[config.mk]
export PLATFORM = sky130hd
export DESIGN_NAME = otp_rd_ctrl
export DESIGN_NICKNAME = d
export VERILOG_FILES = /design/src/rtl/otp_rd_pkg.sv /design/src/rtl/otp_lock_bank.sv /design/src/rtl/otp_shadow_loader.sv /design/src/rtl/otp_rd_ctrl.sv
export SDC_FILE = /design/constraint.sdc
export NUM_CORES = 1
export LEC_CHECK = 0
export ABC_AREA = 1
export BUFFER_PORTS_ARGS = -buffer_cell sky130_fd_sc_hd__clkbuf_2
export CAP_MARGIN = 15
export CORE_AREA = 2 2 239 241
export CTS_BUF_LIST = sky130_fd_sc_hd__clkbuf_8 sky130_fd_sc_hd__clkbuf_16
export DETAILED_ROUTE_END_ITERATION = 6
export DIE_AREA = 0 0 241 243
export HOLD_SLACK_MARGIN = 0.03
export PLACE_DENSITY_LB_ADDON = 0.12
export RECOVER_POWER = 50
export SETUP_SLACK_MARGIN = 0.2
export SYNTH_ARGS = -nofsm -noshare
export SYNTH_HDL_FRONTEND = slang
export SYNTH_SLANG_ARGS = --single-unit
export TNS_END_PERCENT = 20
[constraint.sdc]
create_clock -name clk_i -period 1.58 [get_ports clk_i]
set_input_delay 0.316 -clock clk_i [delete_from_list [all_inputs] [get_ports clk_i]]
set_output_delay 0.316 -clock clk_i [all_outputs]
set_load 0.05 [all_outputs]
[src/rtl/otp_rd_pkg.sv]
package otp_rd_pkg;
  localparam logic [31:0] POISON_WORD = 32'hBADA_BADA;

  typedef struct packed {
    logic reload;
    logic err_clr;
    logic bank_open;
  } ctl_t;
endpackage

[src/rtl/otp_lock_bank.sv]
module otp_lock_bank #(
  parameter int NUM_WORDS   = 16,
  parameter int NUM_REGIONS = 4,
  parameter int AW          = $clog2(NUM_WORDS)
) (
  input  logic                   clk_i,
  input  logic                   rst_ni,
  input  logic [NUM_REGIONS-1:0] lock_word_i,
  input  logic [AW-1:0]          addr_i,
  output logic                   locked_o
);
  localparam int WPR = NUM_WORDS / NUM_REGIONS;

  logic [NUM_REGIONS-1:0] lock_q;
  logic [NUM_REGIONS-1:0] hit;

  // lock bits only accumulate
  always_ff @(posedge clk_i or negedge rst_ni) begin
    if (!rst_ni) lock_q <= '0;
    else         lock_q <= lock_q | lock_word_i;
  end

  for (genvar r = 0; r < NUM_REGIONS; r++) begin : g_region
    localparam int LO = r * WPR;
    localparam int HI = (r + 1) * WPR;
    assign hit[r] = lock_q[r] && (int'(addr_i) >= LO) && (int'(addr_i) < HI);
  end

  assign locked_o = |hit;


  lock_sticky_chk: assert property (@(posedge clk_i) disable iff (!rst_ni)
    ($past(lock_q) & ~lock_q) == '0);
endmodule

[src/rtl/otp_shadow_loader.sv]
module otp_shadow_loader #(
  parameter int NUM_WORDS     = 16,
  parameter int NUM_SHADOW    = 2,
  parameter int SHADOW_BASE   = 2,
  parameter int RELOAD_CYCLES = 4
) (
  input  logic                      clk_i,
  input  logic                      rst_ni,
  input  logic                      start_i,
  input  logic [NUM_WORDS*32-1:0]   fuse_i,
  output logic                      busy_o,
  output logic [NUM_SHADOW*32-1:0]  shadow_o
);
  localparam int CW = $clog2(RELOAD_CYCLES + 1);

  logic          busy_q;
  logic [CW-1:0] cnt_q;
  logic          done;

  assign done = busy_q && (cnt_q == '0);

  always_ff @(posedge clk_i or negedge rst_ni) begin
    if (!rst_ni) begin
      busy_q <= 1'b0;
      cnt_q  <= '0;
    end else if (!busy_q && start_i) begin
      busy_q <= 1'b1;
      cnt_q  <= CW'(RELOAD_CYCLES - 1);
    end else if (done) begin
      busy_q <= 1'b0;
    end else if (busy_q) begin
      cnt_q <= cnt_q - 1'b1;
    end
  end

  for (genvar s = 0; s < NUM_SHADOW; s++) begin : g_shadow
    always_ff @(posedge clk_i or negedge rst_ni) begin
      if (!rst_ni)   shadow_o[32*s +: 32] <= '0;
      else if (done) shadow_o[32*s +: 32] <= fuse_i[32*(SHADOW_BASE+s) +: 32];
    end
  end

  assign busy_o = busy_q;


  reload_start_chk: assert property (@(posedge clk_i) disable iff (!rst_ni)
    (start_i && !busy_q) |=> busy_q);

  shadow_hold_chk: assert property (@(posedge clk_i) disable iff (!rst_ni)
    !done |=> $stable(shadow_o));
endmodule

[src/rtl/otp_rd_ctrl.sv]
module otp_rd_ctrl
  import otp_rd_pkg::*;
#(
  parameter int NUM_WORDS     = 16,
  parameter int NUM_REGIONS   = 4,
  parameter int LOCK_WORD     = NUM_WORDS - 1,
  parameter int NUM_SHADOW    = 2,
  parameter int SHADOW_BASE   = 2,
  parameter int RELOAD_CYCLES = 4,
  parameter int AW            = $clog2(NUM_WORDS)
) (
  input  logic                      clk_i,
  input  logic                      rst_ni,
  input  logic                      ctl_wr_i,
  input  logic [2:0]                ctl_wdata_i,
  input  logic                      rd_en_i,
  input  logic [AW-1:0]             rd_addr_i,
  input  logic [NUM_WORDS*32-1:0]   fuse_i,
  output logic [31:0]               rd_data_o,
  output logic                      rd_valid_o,
  output logic                      bank_open_o,
  output logic                      busy_o,
  output logic                      err_o,
  output logic [NUM_SHADOW*32-1:0]  shadow_o
);
  ctl_t        ctl;
  logic        bank_open_q, err_q, rd_valid_q;
  logic [31:0] rd_data_q, rd_data_d, word;
  logic        busy, lock_hit, rd_ok;

  assign ctl = ctl_t'(ctl_wdata_i);

  otp_lock_bank #(
    .NUM_WORDS(NUM_WORDS), .NUM_REGIONS(NUM_REGIONS), .AW(AW)
  ) u_lock (
    .clk_i      (clk_i),
    .rst_ni     (rst_ni),
    .lock_word_i(fuse_i[32*LOCK_WORD +: NUM_REGIONS]),
    .addr_i     (rd_addr_i),
    .locked_o   (lock_hit)
  );

  otp_shadow_loader #(
    .NUM_WORDS(NUM_WORDS), .NUM_SHADOW(NUM_SHADOW),
    .SHADOW_BASE(SHADOW_BASE), .RELOAD_CYCLES(RELOAD_CYCLES)
  ) u_reload (
    .clk_i   (clk_i),
    .rst_ni  (rst_ni),
    .start_i (ctl_wr_i && ctl.reload),
    .fuse_i  (fuse_i),
    .busy_o  (busy),
    .shadow_o(shadow_o)
  );

  assign rd_ok = rd_en_i && bank_open_q && !busy;

  always_comb begin
    word = '0;
    if (int'(rd_addr_i) < NUM_WORDS) word = fuse_i[32*int'(rd_addr_i) +: 32];
    if (!rd_ok)        rd_data_d = '0;
    else if (lock_hit) rd_data_d = POISON_WORD;
    else               rd_data_d = word;
  end

  always_ff @(posedge clk_i or negedge rst_ni) begin
    if (!rst_ni) begin
      bank_open_q <= 1'b0;
      err_q       <= 1'b0;
      rd_valid_q  <= 1'b0;
      rd_data_q   <= '0;
    end else begin
      if (ctl_wr_i) bank_open_q <= ctl.bank_open;
      // a locked read wins over a same-cycle clear
      if (rd_ok && lock_hit)           err_q <= 1'b1;
      else if (ctl_wr_i && ctl.err_clr) err_q <= 1'b0;
      rd_valid_q <= rd_en_i;
      if (rd_en_i) rd_data_q <= rd_data_d;
    end
  end

  assign rd_data_o   = rd_data_q;
  assign rd_valid_o  = rd_valid_q;
  assign bank_open_o = bank_open_q;
  assign busy_o      = busy;
  assign err_o       = err_q;


  bank_hold_chk: assert property (@(posedge clk_i) disable iff (!rst_ni)
    !ctl_wr_i |=> $stable(bank_open_o));

  poison_chk: assert property (@(posedge clk_i) disable iff (!rst_ni)
    (rd_en_i && bank_open_o && !busy_o && lock_hit) |=> (rd_data_o == POISON_WORD) && err_o);

  err_sticky_chk: assert property (@(posedge clk_i) disable iff (!rst_ni)
    (err_o && !ctl_wr_i) |=> err_o);

  closed_read_chk: assert property (@(posedge clk_i) disable iff (!rst_ni)
    (rd_en_i && (!bank_open_o || busy_o) && !ctl_wr_i) |=> (rd_data_o == '0) && $stable(err_o));
endmodule

# --- Yosys cells after proc, flatten, opt, wreduce, memory -nomap -nowiden ---
# Cells that the tools add are included.
totals:
  reg_bits: 107
  inputBits: 523
  out_inout_bits: 100
  elab_cells: 48
op_classes:
  n_addsub: 1
  n_lt_le_gt_ge: 6
  n_eq_ne: 1
  shifts: 1
  n_mux: 9
  n_bitwise: 1
  n_reduce_logical: 20
op_table:
  columns: ["operator", "n"]
  rows:
  - ["indexed part select 512 x 10 -> 32 bit", 1]
  - ["2-to-1 mux 32 bit", 2]
  - ["logical AND 1 bit", 13]
  - ["2-to-1 mux 3 bit", 3]
  - ["greater-or-equal comparator 4 bit, second input constant", 2]
  - ["less-than comparator 4 bit, second input constant", 2]
  - ["nonzero test 2 bit", 3]
  - ["greater-or-equal comparator 4 x 3 -> 1 bit, second input constant", 1]
  - ["less-than comparator 4 x 3 -> 1 bit, second input constant", 1]
  - ["2-to-1 mux 1 bit", 4]
  - ["bitwise OR 4 bit", 1]
  - ["OR reduction 4 bit", 1]
  - ["zero test 3 bit", 1]
  - ["subtractor 3 x 1 -> 3 bit, second input constant", 1]
  - ["inequality test 2 bit, second input constant", 1]
  - ["AND reduction 2 bit", 1]
  - ["zero test 1 bit", 1]

# --- Depth between registers and ports, before layout ---
# Gate-level depths: netlist (run 1).
depth:
  depth_word: 6
  depth_mapped: 14

# --- Hierarchy ---
# A second synthesis (run 1) with hierarchy kept.
hier_totals:
  hier_cells: 1918
  hier_area_um2: 10721.5
by_module_without_submodules:
  columns: ["module", "n_inst", "cells_each", "area_each_um2", "seq_area_each_um2"]
  rows:
  - ["otp_rd_ctrl", 1, 1596, 7554.7, 875.8]
  - ["otp_shadow_loader", 1, 301, 2990.4, 1701.6]
  - ["otp_lock_bank", 1, 21, 176.4, 100.1]

# --- Worst setup path before layout (run 1) ---
# Ideal clock, no wire load.
synth_path:
  path_type: "reg2reg"
  startpoint: "reg u_reload.busy_q, in the netlist u_reload.busy_o"
  endpoint: "reg u_reload.shadow_o[14]"
  setup_ns: 0.130
  t_arrival_ns: 1.464
  slack_ns: -0.014
  stages_incl_launch_ff: 6
  n_path_buf: 2
  synth_period_minus_slack_ns: 1.594
  cell_sequence: "dfrtp_1 > nand3_1 > buf_2 > buf_2 > nand2_1 > o21ai_0"
synth_via:
  elab_chain_cells: 1
synth_lines:
  columns: ["item", "line_no", "text"]
  rows:
  - ["start: declaration", "otp_shadow_loader.sv:16", "logic busy_q;"]
  - ["start signal: assignment", "otp_shadow_loader.sv:24", "busy_q <= 1'b0;"]
  - ["start signal: assignment", "otp_shadow_loader.sv:27", "busy_q <= 1'b1;"]
  - ["start signal: assignment", "otp_shadow_loader.sv:30", "busy_q <= 1'b0;"]
  - ["logical AND 1 bit", "otp_shadow_loader.sv:20", "assign done = busy_q && (cnt_q == '0);"]
  - ["end signal: indexed assignment", "otp_shadow_loader.sv:39", "else if (done) shadow_o[32*s +: 32] <= fuse_i[32*(SHADOW_BASE+s) +: 32];"]
  - ["end: declaration", "otp_shadow_loader.sv:12", "output logic [NUM_SHADOW*32-1:0] shadow_o"]
# No other way between the ends.
# A chain may end at the register's enable or synchronous reset.

# --- Worst setup path after layout (run 1) ---
layout_path:
  startpoint: "reg u_lock.lock_q[1]"
  endpoint: "reg rd_data_q[14], in the netlist rd_data_o[14]"
layout_via:
  elab_chain_cells: 5
layout_lines:
  columns: ["item", "line_no", "text"]
  rows:
  - ["start: declaration", "otp_lock_bank.sv:14", "logic [NUM_REGIONS-1:0] lock_q;"]
  - ["start signal: assignment", "otp_lock_bank.sv:20", "else lock_q <= lock_q | lock_word_i;"]
  - ["logical AND 1 bit (2 in series)", "otp_lock_bank.sv:26", "assign hit[r] = lock_q[r] && (int'(addr_i) >= LO) && (int'(addr_i) < HI);"]
  - ["OR reduction 4 bit", "otp_lock_bank.sv:29", "assign locked_o = |hit;"]
  - ["2-to-1 mux 32 bit", "otp_rd_ctrl.sv:61", "else if (lock_hit) rd_data_d = POISON_WORD;"]
  - ["2-to-1 mux 32 bit", "otp_rd_ctrl.sv:60", "if (!rd_ok) rd_data_d = '0;"]
  - ["end signal: assignment", "otp_rd_ctrl.sv:77", "if (rd_en_i) rd_data_q <= rd_data_d;"]
  - ["end: declaration", "otp_rd_ctrl.sv:28", "logic [31:0] rd_data_q, rd_data_d, word;"]
# No other way between the ends.

==> results of run 1 <==
-- layout make-up --
type	instances	area (um^2)
Antenna cell	6	15.0
Clock buffer	10	239
Clock inverter	6	55.1
Fill cell	6535	40400
Inverter	183	701
Multi-Input combinational cell	1271	5930
Sequential cell	107	2680
Tap cell	756	946
Timing Repair Buffer	750	4990
-- worst max-delay path by stage --
stage,endpoint,depth (start not counted)
final,rd_data_o[14]$_DFFE_PN0P_,9
after global routing,rd_data_o[23]$_DFFE_PN0P_,9
after CTS,rd_data_o[23]$_DFFE_PN0P_,9
after detailed placement,rd_data_o[25]$_DFFE_PN0P_,11
after global placement,rd_data_o[25]$_DFFE_PN0P_,11
after floorplan,rd_data_o[10]$_DFFE_PN0P_,11
-- routing by layer --
layer,share of wire [%],routed length (um),vias to the layer above,global-route usage [%]
met1,44,26400,6102,25.5
met4,2.6,1580,10,7.08
li1,-,-,6549,-
met3,5.1,3070,65,3.01
met5,0.11,69,-,0
met2,48,29100,431,32.2
-- power by group through the flow --
stage / combinational, mW / clock (mW) / sequential, mW
2_1_floorplan: 2.43 / 0 / 7.75
3_3_place_gp: 9.18 / 0 / 4.42
3_5_place_dp: 9.16 / 0 / 4.45
4_1_cts: 9.30 / 2.63 / 4.41
5_1_grt: 11.8 / 2.69 / 4.75
6_report: 11.1 / 2.51 / 4.63
-- synthesized netlist by cell type, drive strengths merged (2+ instances only) --
| master | instances |
|---|---|
| o21ai | 108 |
| nand3 | 295 |
| or2 | 4 |
| buf | 87 |
| nand2 | 690 |
| nor2 | 108 |
| clkbuf | 34 |
| inv | 183 |
| o211ai | 12 |
| a21oi | 37 |
| mux2 | 11 |
| dfrtp | 107 |
| ha | 2 |
-- flip-flops by register name (all words and copies together) (netlist names) --
register,flops
bank_open_o,1
err_o,1
rd_data_o,32
rd_valid_o,1
u_lock.lock_q,4
u_reload.busy_o,1
u_reload.cnt_q,3
u_reload.shadow_o,64
-- timing repair --
action	4_1_cts	5_1_grt
buffers inserted	3	6
hold buffers	1	0
setup endpoints to repair	172	185
cloned	0	9
pin swaps	2	13
hold endpoints to repair	24	0
gates resized for setup	25	392
-- logic make-up after synthesis --
logic type | Yosys count
and+or+nand+nor | 1098
buffers and inverters | 304
AOI/OAI and AO/OA | 159
DFF | 107
muxes | 11
adders and majority gates | 2
xor gates and xnor gates | 1
-- placed cells by master, fill, tap and decap left out, types with 2 or more instances in the layout --
| cell | n |
|---|---|
| buf_2 | 6 |
| nand3_1 | 292 |
| o21ai_1 | 30 |
| o211ai_1 | 12 |
| o21ai_0 | 53 |
| clkbuf_8 | 6 |
| clkbuf_4 | 54 |
| inv_2 | 6 |
| nand2_4 | 18 |
| clkbuf_16 | 16 |
| nand2_1 | 639 |
| inv_8 | 4 |
| nand2_2 | 33 |
| a21oi_1 | 37 |
| dfrtp_1 | 104 |
| dfrtp_2 | 3 |
| buf_6 | 14 |
| clkinvlp_4 | 2 |
| nor2_2 | 6 |
| mux2_4 | 11 |
| o21ai_2 | 25 |
| nand3_2 | 2 |
| clkbuf_2 | 526 |
| nor2_4 | 3 |
| buf_8 | 11 |
| nor2_1 | 99 |
| buf_12 | 30 |
| inv_1 | 174 |
| or2_2 | 4 |
| buf_4 | 95 |
| diode_2 | 6 |
-- critical path, stage by stage, from the launching register on --
cell and delay [ns]:
dfrtp_1 0.42, nand3_1 0.11, nand2_2 0.07, nor2_4 0.20
buf_4 0.15, nand2_2 0.05, buf_12 0.16, nor2_1 0.09
nand3_1 0.10, nand2_1 0.07
-- per-stage QoR --
stage               util (%)  std cells  TNS (ns)  total power, mW
floorplan                  -       1682         0             10.2
global placement        25.3       3048     -4.92             13.6
detailed placement      25.3       3048     -4.97             13.6
CTS                     26.1       3068         0             16.3
global route            27.8       3088   -0.0482             19.2
finish                  27.8       3089         0             18.2
==> metrics.txt, run 1 <==
WHS Path Cells=1; synth top area cells=dfrtp_1, nand2_1, nand3_1; Clock power frac=between 10 and 15%; PD cells=roughly 1200 nW/um^2; Hold Path End=rd_valid_o$_DFF_PN0_; Mapped Nets=about 2200; VDD IR max=between 0.6 and 0.7 mV; die height=243 um; switching share of power=50.7%; Fmax=~680 MHz; Req. time, crit path=1.92 ns; crit path max fanout=12; Simple-Gate Fraction of Synth Area=47.4%; dominant cell type by area after synthesis=dfrtp_1; IO Port Bufs=between 600 and 700; status=complete, no violations; Final nets=2847; post-synth cell types=24; antenna viol nets, final=0; Clock Skew=about 0.015 ns; Critical R2R Capture=rd_data_o[14]$_DFFE_PN0P_; asr flop ratio synth=100%; CP arrival=approximately 1.8 ns; hold path startpoint=rd_en_i; Starting DRT DRC Count=between 700 and 800; Comb pwr share=between 60% and 70%; Synth Flop Type=dfrtp_1; r2r worst-path depth=9; initial antenna violation count=10; RSZ-0062 raised after global routing=yes; Avg Cell Area, Syn=about 5.7 um^2; number of synthesized flops with an enable pin=0; CP Launch Type=register; internal power=9.00 mW; Final setup viols=0; Worst Hold Class=input pin to register; Worst setup startpoint=u_lock.lock_q[1]$_DFF_PN0_; Post-DP HPWL=between 40000 and 50000 um; Synth Area in Compound Gates=approximately 9%; drt pass-1 iters=5; post-synthesis mux area share=about 1.3%; Root Buffer=clkbuf_16; total CTS buffers=9; CTS Buffer Depth=2; FF+latch count, synth=107; Via-to-Cell Ratio=between 4 and 5; Sink Count=around 110; vias in the first global route=13100; XOR/XNOR Fraction of Synth Area=less than 1%; R2R Setup Slk=about 0.1 ns; Sequential Power Share=between 20 and 30%; Hold Vio Cnt, Final=0; synthesized cell area=9510 um^2; Area growth syn-to-layout=63.6%; CORE AREA=around 56000 um^2; layout cells sized above 1=between 30% and 40%; CTS tree=built; Overall Global Routing Usage=slightly below 20%; pin count of the biggest net entering global routing=just over 50; Placed Area=around 14000 um^2; post-synth top area share=28.2%; Adder-Cell Fraction of Synth Area=less than 1%; IO Pins=around 620; Seq/Total Area, Yosys=roughly 28%; crit end category=register; synthesized instance count=between 1500 and 2000; post-layout min period=1.48 ns; Clk pin slew, worst setup/hold paths=approximately 0.09 ns; WS Path Type=register to register; Max-Slew Margin vs Limit=34.2%; FF-to-FF Start=u_lock.lock_q[1]$_DFF_PN0_; Leak Pwr=just under 9 nW; global-route wire length before repair=~84000 um; # rows=just under 90; worst skew pair latency=roughly 0.4 ns; die width=around 240 um; pre-CTS setup slack=-0.388 ns; Fin Hold WS=~0.09 ns; Worst Setup Slack, final=0.101 ns; Sw Pwr=roughly 9.2 mW; DRC viols=0; die area=slightly below 60000 um^2; total gr overflow=0; WL/cell=19.5 um; final max-slew violation count=0; design area=approximately 16000 um^2; starting density of the core=about 17%; largest family of logic cells by synthesized area=simple AND/OR/NAND/NOR gates; Worst Tran Pin Value=0.987 ns; post-route clock period utilization=93.6%; GPL Wtd Cong=between 0.9 and 1; MaxCap Viol Count=0; WL final=between 60000 and 70000 um; via count=13200; H-Tree Depth=3; Yosys warning count=0
Note: power is estimated with default switching activity, not from simulation.
==> run 2: changes to the inputs <==
--- a/config.mk
+++ b/config.mk
@@ -12,8 +12,8 @@
 export CTS_BUF_LIST = sky130_fd_sc_hd__clkbuf_8 sky130_fd_sc_hd__clkbuf_16
 export DETAILED_ROUTE_END_ITERATION = 6
 export DIE_AREA = 0 0 241 243
+export GPL_TIMING_DRIVEN = 0
 export HOLD_SLACK_MARGIN = 0.03
-export PLACE_DENSITY_LB_ADDON = 0.12
 export RECOVER_POWER = 50
 export SETUP_SLACK_MARGIN = 0.2
 export SYNTH_ARGS = -nofsm -noshare
==> metrics.txt, run 2 (synthesis gave the netlist of run 1 again) <==
WL/cell=around 22 um; Leak Pwr=8.62 nW; Clk pin slew, worst setup/hold paths=around 0.09 ns; CP max-delay cell=dfrtp_2; crit path cell chain=clkbuf_4; DRC viols=0; status=complete, no violations; CTS Buffer Depth=2; via count=~14000; die width=between 200 and 250 um; H-Tree Depth=3; WL final=69100 um; Hold Vio Cnt, Final=0; pin count of the biggest net entering global routing=just over 60; CP Launch Type=register; Worst Tran Pin Value=0.811 ns; Clock Skew=~0.013 ns; PD cells=approximately 1100 nW/um^2; Starting DRT DRC Count=between 700 and 800; max incr delay on CP=roughly 0.5 ns; # rows=87; Reg with most FFs=u_reload.shadow_o; worst skew pair latency=between 0.4 and 0.5 ns; Post-DP HPWL=roughly 57000 um; CP arrival=between 1 and 1.5 ns; post-layout min period=1.49 ns; Overall Global Routing Usage=between 20% and 30%; total gr overflow=0; Sink Count=107; Req. time, crit path=between 1 and 1.5 ns; Final setup viols=0; CP bufs+invs=1; most frequent cells in the layout=nand2_1, clkbuf_2, nand3_1, inv_1, dfrtp_1; crit end category=output port; vias in the first global route=around 13000; drt pass-1 iters=5; crit path max fanout=5; Worst Hold Class=input pin to register; starting density of the core=17.0%; global-route wire length before repair=92100 um; Placed Area=roughly 14000 um^2; total CTS buffers=9; max FFs per register=64; pre-CTS setup slack=-1.27 ns; Fmax=672 MHz; design area=about 15000 um^2; initial antenna violation count=6; CORE AREA=approximately 56000 um^2; Max-Slew Margin vs Limit=roughly 46%; VDD IR max=around 0.67 mV; crit-path leading delay family=flip-flops; layout cells sized above 1=between 30% and 40%; die height=243 um; final max-slew violation count=0; IO Port Bufs=between 600 and 700; Via-to-Cell Ratio=~4.4; Root Buffer=clkbuf_16; WS Path Type=register to output port; RSZ-0062 raised after global routing=yes; post-route clock period utilization=94.2%; Area growth syn-to-layout=56.9%; CTS tree=built; antenna viol nets, final=0; GPL Wtd Cong=about 0.94; most common cell after layout, fill and taps aside=nand2_1; Design Power=16.8 mW; Final nets=roughly 2900; IO Pins=a little over 600; die area=58600 um^2; MaxCap Viol Count=0; Worst Setup Slack, final=0.0922 ns
## run 2: changes by cell type in the layout (fill, tap and decap cells not counted), moves of 12 or more
cell / before / now
clkbuf_2: 526 / 632
buf_2: 6 / 18
nand3_1: 292 / 272
clkbuf_4: 54 / 13
o21ai_0: 53 / 89
nand3_2: 2 / 18
o21ai_1: 30 / 16
buf_12: 30 / 13
buf_4: 95 / 31
clkbuf_1: 0 / 13
o21ai_2: 25 / 2
nand2_2: 33 / 20
nand2_4: 18 / 6
nand2_1: 639 / 664
## run 2: power by group
part           switching, mW  internal (mW)  total [mW]  leakage (nW)
registers              0.642           3.77        4.41          1.32
clock network           1.37           1.27        2.64         0.147
logic                   7.06           2.72        9.78          7.15
## run 2: path summary, 6_finish.rpt
check | startpoint | to | slack [ns] | cells after the start
worst max register to register | u_reload.cnt_q[0]$_DFFE_PN0P_ | u_reload.shadow_o[48]$_DFFE_PN0P_ | 0.11 | 6
worst max-delay path | u_reload.busy_o$_DFFE_PN0P_ | busy_o | 0.09 | 1
min in group asynchronous | rst_ni | u_reload.shadow_o[10]$_DFFE_PN0P_ | 0.52 | 2
worst min-delay path | fuse_i[481] | u_lock.lock_q[1]$_DFF_PN0_ | 0.11 | 2
max in group asynchronous | rst_ni | rd_data_o[12]$_DFFE_PN0P_ | 0.20 | 3
worst min register to register | rd_data_o[15]$_DFFE_PN0P_ | rd_data_o[15]$_DFFE_PN0P_ | 0.49 | 2
## run 2: layout make-up
cell class	instances	area [um^2]
plain buffers	121	1020
inverters	183	697
fillers	6651	41000
clock buffers	9	225
multi-input cells	1272	5910
flip-flops and latches	107	2680
repair buffers	633	3330
diodes	3	7.51
clock inverters	7	90.1
well taps	756	946
## run 2: metrics by stage
step	TNS [ns]	cells	utilization [%]	hold WS [ns]
after global placement	-221.62	3058	24.3	0.450
final	0	3091	26.6	0.114
after detailed placement	-34.55	3059	24.3	0.290
after global routing	0	3089	26.6	0.113
after floorplan	0	1682	-	0.0204
after CTS	0	3079	25.9	0.0857
## run 2: per-layer routing
layer	vias to the layer above	wire length (um)	global-route usage [%]
li1	6553	-	-
met1	6368	29800	28.7
met2	623	32900	38.2
met3	87	4170	3.25
met4	6	2230	8.17
met5	-	41	0
## run 2: repair_timing
item / CTS / global route
hold endpoints to repair: 47 / 0
setup endpoints to repair: 168 / 183
pin swaps: 17 / 15
gates resized for setup: 182 / 107
cloned: 0 / 5
buffers inserted: 2 / 4
hold buffers: 2 / 0
==> run 3: changes to the inputs <==
--- a/config.mk
+++ b/config.mk
@@ -8,14 +8,15 @@
 export ABC_AREA = 1
 export BUFFER_PORTS_ARGS = -buffer_cell sky130_fd_sc_hd__clkbuf_2
 export CAP_MARGIN = 15
-export CORE_AREA = 2 2 239 241
+export CORE_AREA = 10 10 234 236
 export CTS_BUF_LIST = sky130_fd_sc_hd__clkbuf_8 sky130_fd_sc_hd__clkbuf_16
 export DETAILED_ROUTE_END_ITERATION = 6
-export DIE_AREA = 0 0 241 243
+export DIE_AREA = 0 0 244 246
 export GPL_TIMING_DRIVEN = 0
 export HOLD_SLACK_MARGIN = 0.03
 export RECOVER_POWER = 50
 export SETUP_SLACK_MARGIN = 0.2
+export SLEW_MARGIN = 20
 export SYNTH_ARGS = -nofsm -noshare
 export SYNTH_HDL_FRONTEND = slang
 export SYNTH_SLANG_ARGS = --single-unit
==> metrics.txt, run 3 (synthesis gave the netlist of run 1 again) <==
status=complete, no violations; # rows=82; global-route wire length before repair=96900 um; WS Path Type=register to output port; via count=around 14000; Final nets=approximately 2900; Worst Hold Class=input pin to register; Req. time, crit path=between 1 and 1.5 ns; Leak Pwr=between 8 and 9 nW; Worst Setup Slack, final=between 0.07 and 0.08 ns; post-layout min period=1.50 ns; total gr overflow=0; Clock Skew=between 0.01 and 0.015 ns; Finished Layout Cells=between 3000 and 4000; CORE AREA=between 40000 and 50000 um^2; antenna viol nets, final=0; die area=about 60000 um^2; Fin Hold WS=0.131 ns; FILL cells=roughly 5800; Hold Vio Cnt, Final=0; max incr delay on CP=about 0.47 ns; WL/cell=between 20 and 25 um; Design Power=16.5 mW; crit path max fanout=5; Final setup viols=0; Comb pwr share=about 58%; final max-slew violation count=0; Clock power frac=about 15%; CP Launch Type=register; die width=about 240 um; initial antenna violation count=6; PD cells=1120 nW/um^2; crit path cell chain=clkbuf_2; CP arrival=between 1 and 1.5 ns; switching share of power=a little over half; Fmax=around 670 MHz; most common cell after layout, fill and taps aside=nand2_1; Post-DP HPWL=around 59000 um; RSZ-0062 raised after global routing=yes; register area=about 2700 um^2; Starting DRT DRC Count=~950; VDD IR max=0.570 mV; Via-to-Cell Ratio=4.51; Reg with most FFs=u_reload.shadow_o; pre-CTS setup slack=-0.962 ns; IO Pins=623; routing usage on met3=between 5 and 6%; Sink Count=107; DRC viols=0; met1 Use GR=between 20% and 30%; layout cells sized above 1=about 36%; Max-Slew Margin vs Limit=53.8%; Sequential Power Share=26.3%; MaxCap Viol Count=0; most frequent cells in the layout=nand2_1, clkbuf_2, nand3_1, inv_1, dfrtp_1; vias in the first global route=roughly 14000; GPL Wtd Cong=around 0.95; Overall Global Routing Usage=22.3%; Worst Tran Pin Value=slightly below 0.7 ns; Root Buffer=clkbuf_16; pin count of the biggest net entering global routing=56; placed cells=~3000; H-Tree Depth=3; worst skew pair latency=around 0.4 ns; CTS tree=built; Clk pin slew, worst setup/hold paths=0.09 ns; CTS Buffer Depth=2; die height=around 250 um; internal power=between 7 and 8 mW; max FFs per register=64; post-route clock period utilization=a little over nine tenths; drt pass-1 iters=5; IO Port Bufs=between 600 and 700; met2 Use GR=between 30% and 40%; starting density of the core=approximately a fifth; crit-path leading delay family=flip-flops; CP bufs+invs=1; Sw Pwr=between 8 and 9 mW; CP max-delay cell=dfrtp_2; Area growth syn-to-layout=54.4%; Top Usage Layer GRT=met2; total CTS buffers=9; multi-input combinational cell area=5850 um^2; WL final=between 70000 and 80000 um; crit end category=output port; ant diodes=0
[run 3: cell types whose count changed in the layout (fill, tap and decap cells not counted), moves of 4 or more]
| cell | before | now |
|---|---|---|
| buf_2 | 18 | 25 |
| nand2_2 | 20 | 11 |
| buf_6 | 18 | 23 |
| clkbuf_2 | 632 | 637 |
| nor2_2 | 6 | 10 |
| nand2_1 | 664 | 675 |
| buf_12 | 13 | 9 |
[run 3: metrics by stage]
step | util (%) | cell area (um^2) | setup TNS [ns]
after floorplan | - | 9520 | 0
after CTS | 28.9 | 14400 | 0
after global placement | 27.0 | 13500 | -211.31
after detailed placement | 27.1 | 13500 | -27.44
after global routing | 29.4 | 14700 | 0
final | 29.4 | 14700 | 0
[run 3: power by group through the flow]
stage / Clock, mW / Combinational (mW) / Sequential [mW]
3_5_place_dp: 0 / 9.18 / 4.36
6_report: 2.52 / 9.64 / 4.34
5_1_grt: 2.70 / 10.3 / 4.45
2_1_floorplan: 0 / 2.43 / 7.75
4_1_cts: 2.61 / 9.45 / 4.32
3_3_place_gp: 0 / 9.15 / 4.31
[run 3: final timing paths]
path / start / to / slack, ns / depth (start not counted)
setup / recovery: u_reload.busy_o$_DFFE_PN0P_ / busy_o / 0.08 / 1
hold / removal: fuse_i[482] / u_lock.lock_q[2]$_DFF_PN0_ / 0.13 / 2
setup reg to reg: u_reload.cnt_q[0]$_DFFE_PN0P_ / u_reload.shadow_o[48]$_DFFE_PN0P_ / 0.09 / 6
hold reg to reg: u_lock.lock_q[2]$_DFF_PN0_ / u_lock.lock_q[2]$_DFF_PN0_ / 0.48 / 1
max in group asynchronous: rst_ni / rd_data_o[3]$_DFFE_PN0P_ / 0.17 / 3
min in group asynchronous: rst_ni / u_reload.shadow_o[23]$_DFFE_PN0P_ / 0.46 / 2
[run 3: layer usage]
layer	wire length (um)	share of wire, %	vias up
li1	-	-	6564
met2	33500	48	668
met4	1670	2.4	8
met3	5850	8.3	80
met1	29400	42	6267
met5	51	0.072	-
[run 3: layout make-up]
| class | count | area share, % |
|---|---|---|
| Multi-Input combinational cell | 1272 | 39.9 |
| Timing Repair Buffer | 639 | 22.8 |
| Sequential cell | 107 | 18.3 |
| Buffer | 121 | 6.43 |
| Tap cell | 672 | 5.73 |
| Inverter | 183 | 4.73 |
| Clock buffer | 9 | 1.53 |
| Clock inverter | 7 | 0.622 |
[run 3: timing repair]
action,4_1_cts,5_1_grt
resized for setup,155,96
buffers inserted,5,8
hold endpoints to repair,55,0
setup endpoints to repair,157,180
hold buffers,2,0
pin swaps,14,17
gates cloned,1,2
